<file path="src/rtl/packed_uart.sv">
module packed_uart #(
  parameter int DEPTH = 4,   // power of two
  parameter int DIV_W = 16
) (
  input  logic        clk,
  input  logic        rst_n,
  input  logic        wr_en,
  input  logic        rd_en,
  input  logic [5:2]  addr,
  input  logic [31:0] wdata,
  output logic [31:0] rdata,
  input  logic        rx_i,
  output logic        tx_o
);
  localparam int AW = (DEPTH > 1) ? $clog2(DEPTH) : 1;
  localparam int CW = $clog2(DEPTH + 1);

  logic [7:0] fcr, chr, lcr, mcr;
  logic [DIV_W-1:0] div_reg, div_act, div_eff;
  logic [CW-1:0] cap;
  logic unused_bits;
  assign unused_bits = ^wdata[31:16];

  wire wr_tx  = wr_en && addr == 4'd0;
  wire rd_rx  = rd_en && addr == 4'd0;
  wire rd_lsr = rd_en && addr == 4'd5;
  assign cap     = fcr[0] ? CW'(DEPTH) : CW'(1);
  assign div_eff = (div_reg == '0) ? DIV_W'(1) : div_reg;

  // transmit path
  logic [7:0] txm [DEPTH];
  logic [AW-1:0] tx_wp, tx_rp;
  logic [CW-1:0] tx_cnt;
  logic tx_busy;
  logic [9:0] tx_sh;
  logic [3:0] tx_bit, tx_ph;
  logic [DIV_W-1:0] tx_pre;
  wire tx_pop  = !tx_busy && tx_cnt != '0;
  wire tx_push = wr_tx && (tx_cnt < cap || (tx_pop && tx_cnt <= cap));
  wire tx_tick = tx_pre == div_act - DIV_W'(1);

  // receive path
  logic [7:0] rxm [DEPTH];
  logic [AW-1:0] rx_wp, rx_rp;
  logic [CW-1:0] rx_cnt;
  logic rs1, rs2, rs3, rx_busy, fe;
  logic [7:0] rx_sh;
  logic [3:0] rx_bit, rx_ph;
  logic [DIV_W-1:0] rx_pre;
  wire rx_tick = rx_pre == div_act - DIV_W'(1);
  wire rx_samp = rx_busy && rx_tick && rx_ph == 4'd7;
  wire rx_done = rx_samp && rx_bit == 4'd9;
  wire rx_push = rx_done && rx_cnt < cap;
  wire rx_pop  = rd_rx && rx_cnt != '0;

  logic [7:0] lsr;
  assign lsr = {1'b0, !tx_busy && tx_cnt == '0, tx_cnt == '0, 1'b0, fe, 2'b00, rx_cnt != '0};
  assign tx_o = tx_busy ? tx_sh[0] : 1'b1;

  always_comb begin
    case (addr)
      4'd0:    rdata = {24'h0, rxm[rx_rp]};
      4'd3:    rdata = {16'h0, chr, fcr};
      4'd4:    rdata = {16'h0, lcr, mcr};
      4'd5:    rdata = {24'h0, lsr};
      4'd9:    rdata = 32'(div_reg);
      default: rdata = '0;
    endcase
  end

  always_ff @(posedge clk or negedge rst_n) begin
    if (!rst_n) begin
      fcr <= '0; chr <= '0; lcr <= 8'h03; mcr <= '0;
      div_reg <= DIV_W'(1); div_act <= DIV_W'(1);
    end else begin
      if (wr_en && addr == 4'd3) {chr, fcr} <= wdata[15:0];
      if (wr_en && addr == 4'd4) {lcr, mcr} <= wdata[15:0];
      if (wr_en && addr == 4'd9) div_reg <= wdata[DIV_W-1:0];
      if (!tx_busy && !rx_busy) div_act <= div_eff;
    end
  end

  always_ff @(posedge clk) begin
    if (tx_push) txm[tx_wp] <= wdata[7:0];
    if (rx_push) rxm[rx_wp] <= rx_sh;
  end

  always_ff @(posedge clk or negedge rst_n) begin
    if (!rst_n) begin
      tx_wp <= '0; tx_rp <= '0; tx_cnt <= '0;
      tx_busy <= 1'b0; tx_sh <= '1; tx_bit <= '0; tx_ph <= '0; tx_pre <= '0;
    end else begin
      if (tx_push) tx_wp <= tx_wp + AW'(1);
      if (tx_pop)  tx_rp <= tx_rp + AW'(1);
      tx_cnt <= tx_cnt + CW'(tx_push) - CW'(tx_pop);
      if (tx_pop) begin
        tx_busy <= 1'b1;
        tx_sh   <= {1'b1, txm[tx_rp], 1'b0};
        tx_bit  <= '0; tx_ph <= '0; tx_pre <= '0;
      end else if (tx_busy) begin
        if (tx_tick) begin
          tx_pre <= '0;
          tx_ph  <= tx_ph + 4'd1;
          if (tx_ph == 4'd15) begin
            tx_sh <= {1'b1, tx_sh[9:1]};
            if (tx_bit == 4'd9) tx_busy <= 1'b0;
            else tx_bit <= tx_bit + 4'd1;
          end
        end else tx_pre <= tx_pre + DIV_W'(1);
      end
    end
  end

  always_ff @(posedge clk or negedge rst_n) begin
    if (!rst_n) begin
      rs1 <= 1'b1; rs2 <= 1'b1; rs3 <= 1'b1;
      rx_wp <= '0; rx_rp <= '0; rx_cnt <= '0; fe <= 1'b0;
      rx_busy <= 1'b0; rx_sh <= '0; rx_bit <= '0; rx_ph <= '0; rx_pre <= '0;
    end else begin
      {rs3, rs2, rs1} <= {rs2, rs1, rx_i};
      if (rx_push) rx_wp <= rx_wp + AW'(1);
      if (rx_pop)  rx_rp <= rx_rp + AW'(1);
      rx_cnt <= rx_cnt + CW'(rx_push) - CW'(rx_pop);
      if (rx_done && !rs2) fe <= 1'b1;
      else if (rd_lsr) fe <= 1'b0;
      if (!rx_busy) begin
        if (rs3 && !rs2) begin
          rx_busy <= 1'b1; rx_bit <= '0; rx_ph <= '0; rx_pre <= '0;
        end
      end else if (rx_tick) begin
        rx_pre <= '0;
        rx_ph  <= rx_ph + 4'd1;
        if (rx_ph == 4'd7) begin
          rx_bit <= rx_bit + 4'd1;
          if (rx_bit == 4'd0 && rs2) rx_busy <= 1'b0;
          else if (rx_bit == 4'd9) rx_busy <= 1'b0;
          else if (rx_bit != 4'd0) rx_sh <= {rs2, rx_sh[7:1]};
        end
      end else rx_pre <= rx_pre + DIV_W'(1);
    end
  end
endmodule

</file>
<file path="config.mk">
export PLATFORM = sky130hd
export DESIGN_NAME = packed_uart
export DESIGN_NICKNAME = d
export VERILOG_FILES = /design/src/rtl/packed_uart.sv
export SDC_FILE = /design/constraint.sdc
export NUM_CORES = 1
export LEC_CHECK = 0
export ABC_AREA = 1
export BUFFER_PORTS_ARGS = -buffer_cell sky130_fd_sc_hd__buf_2
export CORE_AREA = 2 2 146 148
export CTS_CLUSTER_DIAMETER = 40
export DETAILED_ROUTE_END_ITERATION = 8
export DIE_AREA = 0 0 148 150
export GPL_ROUTABILITY_DRIVEN = 0
export PLACE_DENSITY = 0.85
export SYNTH_ARGS = -nofsm -noshare
export SYNTH_HDL_FRONTEND = slang
export SYNTH_SLANG_ARGS = --single-unit
</file>
<file path="constraint.sdc">
create_clock -name clk -period 3.29 [get_ports clk]
set_input_delay 0.987 -clock clk [delete_from_list [all_inputs] [get_ports clk]]
set_output_delay 0.987 -clock clk [all_outputs]
set_load 0.02 [all_outputs]
</file>
After elaboration in Yosys (flattened, before gate mapping)
Memory sizes are Yosys's and may differ from the RTL's.
Index checks and enable logic that the tools add are counted.
{"block": "word_totals", "ram_bits": 64, "regBits": 150, "output_inout_bits": 33, "mem_count": 2}
{"block": "classes", "n_mux": 45, "reduce_logical": 41, "bitwise": 2, "order_cmp": 3, "add_sub_neg": 15, "eq_ne": 13}
{"name": "rxm", "words": 4, "width": 8, "read_ports": 1, "rd_clocked_by_memory_dff": 0, "write_ports": 1, "line": "43", "rtl": "logic [7:0] rxm [DEPTH];"}
{"name": "txm", "words": 4, "width": 8, "read_ports": 1, "rd_clocked_by_memory_dff": 0, "write_ports": 1, "line": "31", "rtl": "logic [7:0] txm [DEPTH];"}
{"op": "$mux 16", "count": 7}
{"op": "$pmux 16 s5", "count": 1}
{"op": "$mux 4", "count": 14}
{"op": "$mux 10", "count": 4}
{"op": "$add 16x1->16 const B", "count": 2}
{"op": "$eq 16x16->1", "count": 2}
{"op": "$logic_and 1x1->1", "count": 19}
{"op": "$mux 1", "count": 18}
{"op": "$add 4x1->4 const B", "count": 4}
{"op": "$eq 4x4->1 const B", "count": 4}
{"op": "$logic_not 16->1", "count": 1}
{"op": "$sub 16x1->16 const B", "count": 1}
{"op": "$eq 4x3->1 const B", "count": 3}
{"op": "$reduce_bool 2->1", "count": 5}
{"op": "$add 2x1->2 const B", "count": 4}
{"op": "$logic_not 4->1", "count": 2}
{"op": "$add 3x1->3", "count": 2}
{"op": "$lt 3x3->1", "count": 2}
{"op": "$reduce_and 3->1", "count": 2}
{"op": "$reduce_and 6->1", "count": 1}
{"op": "$reduce_bool 3->1", "count": 2}
{"op": "$sub 3x1->3", "count": 2}
{"op": "$eq 4x2->1 const B", "count": 1}
{"op": "$ne 2x1->1 const B", "count": 2}
{"op": "10 further kinds", "count": 14}

Logic depth before layout (Yosys ltp)
{"block": "depth", "depth_word": 8, "mapped_depth": 23, "ltp_nobuf": 22}

Least setup slack after synthesis
Ideal clock, no wire load.
{"block": "synth_path", "path_type": "register to register", "from": "register div_act[0]", "to": "register rx_cnt[2]", "synth_period_minus_slack_ns": 3.243, "t_required_ns": 3.167, "setup_slack_ns": 0.047, "stages_incl_launch_ff": 24, "t_arrival_ns": 3.121, "n_path_buf": 1, "setup_time_ns": 0.123, "path_cell_list": "dfstp_2 -> inv_2 -> ha_1 -> buf_2 -> inv_1 -> nand2_1 -> nand2_1 -> nand2_1 -> nand2_1 -> nand2_1 -> nor2_1 -> nand2_1 -> nor2_1 -> nand2_1 -> nor2_1 -> nand3_1 -> nor2_2 -> nand4_2 -> ha_1 -> inv_1 -> ha_1 -> inv_1 -> fa_1 -> xnor2_1"}
{"block": "synth_via", "elab_chain_len": 8}
{"element": "start: declaration", "line": "19", "rtl": "logic [DIV_W-1:0] div_reg, div_act, div_eff;"}
{"element": "start signal: assignment", "line": "79", "rtl": "if (!tx_busy && !rx_busy) div_act <= div_eff;"}
{"element": "$sub 16x1->16", "line": "50", "rtl": "wire rx_tick = rx_pre == div_act - DIV_W'(1);"}
{"element": "$eq 16x16->1", "line": "50"}
{"element": "$logic_and 1x1->1 (2 in a row)", "line": "51", "rtl": "wire rx_samp = rx_busy && rx_tick && rx_ph == 4'd7;"}
{"element": "$logic_and 1x1->1", "line": "52", "rtl": "wire rx_done = rx_samp && rx_bit == 4'd9;"}
{"element": "$logic_and 1x1->1", "line": "53", "rtl": "wire rx_push = rx_done && rx_cnt < cap;"}
{"element": "$add 3x1->3", "line": "123", "rtl": "rx_cnt <= rx_cnt + CW'(rx_push) - CW'(rx_pop);"}
{"element": "$sub 3x1->3", "line": "123"}
{"element": "end signal: assignment", "line": "123"}
{"element": "end: declaration", "line": "45", "rtl": "logic [CW-1:0] rx_cnt;"}
No other way between the ends.
A chain may end at the register's enable or synchronous reset.

Worst setup path in the final report
{"block": "layout_path", "from": "register div_act[1]", "to": "register rx_cnt[1]"}
The elaborated chain is that of the path after synthesis.

==> flow_metrics.py <==
metrics = {
    "floorplanning": {
        "coreArea_mm2": 0.0207,
        "design.die.area_mm2": 0.0222,
        "num_rows": 53,
        "die_w_um": 148,
        "pin_count": 74,
        "start_util": 0.540,
        "die_y_um": 150,
    },
    "finish": {
        "reg_top3": "rxm x32, txm x32",
        "layout-drive-gt1-share": 0.147,
        "areaGrowthSynthToFinish_pct": 15.6,
        "diodes": 0,
        "finalNetCount": 1448,
        "final_util": 0.624,
        "layout_commonest_cell": "nand2_1",
        "final_cell_mix": "nand2_1 (368), dfrtp_1 (132), inv_1 (113)",
        "instances_no_fill": 1677,
    },
    "grt": {
        "grt_pass1_wl_um": 43800,
        "antenna_found_initial": 0,
        "grt-ovfl-total": 0,
        "track_usage": 0.245,
        "grt_max_degree": 61,
        "grt_pass1_vias": 8940,
    },
    "setup_path": {
        "critPathArrivalTime_ns": 3.67,
        "critPathKind": "reg2reg",
        "r2r_slack_ns": 0.04,
        "r2r_end": "rx_cnt[1]",
        "endpoint_kind": "flop",
        "crit_path_start_kind": "flop",
        "ff2ff_path_depth": 19,
        "required_ns": 3.71,
        "critPathLaunch": "div_act[1]",
        "cp_max_fo": 6,
        "r2r_start": "div_act[1]",
        "critPathCapture": "rx_cnt[1]",
    },
    "clocking": {
        "clk_pin_slew_worst_paths_ns": 0.06,
        "worstSkewPairLatency_ns": 0.53,
        "cts-htree-levels": 1,
        "cts_tree": "built",
        "cts_root_buf": "clkbuf_16",
        "cts_buffer_depth": 3,
        "clock-sinks": 213,
        "cts_made_buffers": 28,
    },
    "power": {
        "p_int_uw": 5470,
        "switching_share": 0.309,
        "p_seq_frac": 0.427,
        "power_per_cell_area_mw_per_mm2": 614,
        "switching_power_uw": 2440,
        "combPwrFrac": 0.188,
        "ir_drop_uv": 503,
        "p_clk_frac": 0.385,
        "leakage_uw": 0.00596,
    },
    "sta": {
        "setup_viol": 0,
        "tightestPinTransition_ns": 0.910,
        "period_share": 0.988,
        "rsz0062_at_grt": "yes",
        "hold_violations": 0,
        "finalCriticalPeriod_ns": 3.25,
        "timing.fmax_ghz": 0.308,
        "maxSlewHeadroom": 0.392,
        "clock_skew_ns": 0.0159,
        "slew_viol_final": 0,
    },
    "logic_synthesis": {
        "syn_area_mm2": 0.0112,
        "yosys.area.top_type": "dfrtp_1",
        "synth.avg_cell_area_um2": 8.56,
        "synth-simple-area-share": 0.278,
        "ys_seq_area_frac": 0.508,
        "ys_ff_latch": 213,
        "yosysTopAreaCellShare": 0.298,
        "synthMuxAreaShare": 0.000896,
        "synth_area_leaders": "dfrtp_1 (30%), edfxtp_1 (17%), nand2_1 (12%)",
        "ys_warn_count": 0,
        "synth_cells": 1305,
        "synth_fa_ha_area_frac": 0.0316,
        "synth_xor_area_frac": 0.0398,
        "synth.distinct_cells": 49,
        "synth_compound_area_frac": 0.0764,
        "synth_top_family_by_area": "simple AND/OR/NAND/NOR gates",
    },
    "detailed_routing": {
        "routed_via_density": 5.53,
        "avgRoutedWirePerCell_um": 16.0,
        "drtIter0Drc": 967,
        "vias": 9267,
        "drtPass1Iterations": 5,
        "drt_wl_total_um": 26900,
        "antenna_left": 0,
        "drc_errors": 0,
    },
    "hold_path": {
        "hold_path_class": "reg2reg",
    },
    "run": {
        "maxCapViolCount": 0,
    },
    "placed_design": {
        "dp_hpwl_um": 18400,
        "io_buffer_count": 41,
        "dp_cells": 1623,
    },
    "status": {
        "outcome": "finished clean",
    },
}
-- Yosys cell counts, drive strengths merged --
cell	count
a31oi	3
nand4	27
conb	1
clkbuf	30
nor3	15
nand3b	5
o22ai	14
o311ai	1
dfrtp	133
xor2	35
mux2i	1
o32ai	8
a221oi	1
a22oi	3
or2	3
xnor2	14
fa	2
nor4	7
a21oi	14
a21boi	1
clkinv	4
ha	25
a32o	7
edfxtp	64
nor3b	1
dfstp	16
nand2	384
inv	117
o21ai	97
and2	1
nand3	121
nor2	128
buf	22
-- routing by layer --
metal | GRT usage | share of wire
met3 | 0.0384 | 0.063
met1 | 0.309 | 0.41
met2 | 0.420 | 0.49
met4 | 0.105 | 0.038
met5 | 0 | 0
-- kinds of logic after synthesis --
family                   count (synthesis)
AND/OR/NAND/NOR                        692
buffers and inverters                  173
AO/OA/AOI/OAI                          149
adder cells (fa/ha/maj)                 27
XOR/XNOR                                49
flip-flops                             213
multiplexers                             1
other                                    1
-- timing repair --
action / in CTS / in global routing
cloned: 0 / 1
setup buffers: 1 / 0
gates resized for setup: 5 / 21
pin swaps: 2 / 9
setup endpoints to repair: 2 / 7
hold buffers: 0 / 0
-- power groups by stage --
| stage | Combinational (uW) | Sequential, uW | Clock (uW) |
|---|---|---|---|
| 4_1_cts | 1440 | 3360 | 3080 |
| 2_1_floorplan | 1090 | 3280 | 0 |
| 6_report | 1490 | 3380 | 3050 |
| 5_1_grt | 1680 | 3410 | 3210 |
| 3_3_place_gp | 1340 | 3380 | 0 |
| 3_5_place_dp | 1400 | 3400 | 0 |
-- area by class of cell --
| type | instances | area (um^2) |
|---|---|---|
| fill | 1593 | 7780 |
| timing repair buffer | 81 | 549 |
| clock inverter | 19 | 204 |
| clock buffer | 33 | 741 |
| multi-input combinational | 935 | 4930 |
| sequential | 213 | 5670 |
| tap | 275 | 344 |
| inverter | 121 | 460 |
-- metrics by stage --
stage	instance area [um^2]	TNS [ns]	total power (uW)	hold WS, ns	setup slack (ns)
after floorplan	11200	0	4370	0.345	0.0468
after global placement	11800	-0.0484	4710	0.345	-0.0247
after detailed placement	11800	-0.188	4790	0.347	-0.0953
after CTS	12800	0	7890	0.359	0.00335
after global routing	12900	-0.169	8300	0.363	-0.0888
final	12900	0	7920	0.359	0.0384
-- worst min path at each step --
stage,startpoint,endpoint,slack [ns],cells after the start
after floorplan,rs1,rs2,0.35,0
after global placement,rs1,rs2,0.35,0
after detailed placement,rs1,rs2,0.35,0
after CTS,rs1,rs2,0.36,0
after global routing,rs1,rs2,0.36,0
final,rs1,rs2,0.36,0
-- worst max-delay path, cell delays in order, from the launching register on --
cell and delay [ns]:
dfrtp_1 0.40, buf_4 0.15, nor2_4 0.17, nand2_8 0.12
nor2_4 0.25, nand2_2 0.10, nand3_2 0.10, nand2_1 0.06
nor2_1 0.10, nand2_1 0.07, nor2_2 0.12, nand3_2 0.16
nor2_4 0.16, nand4_4 0.11, ha_4 0.26, inv_1 0.06
ha_2 0.16, inv_1 0.05, fa_1 0.49, inv_1 0.04
Note: power is estimated with default switching activity, not from simulation.
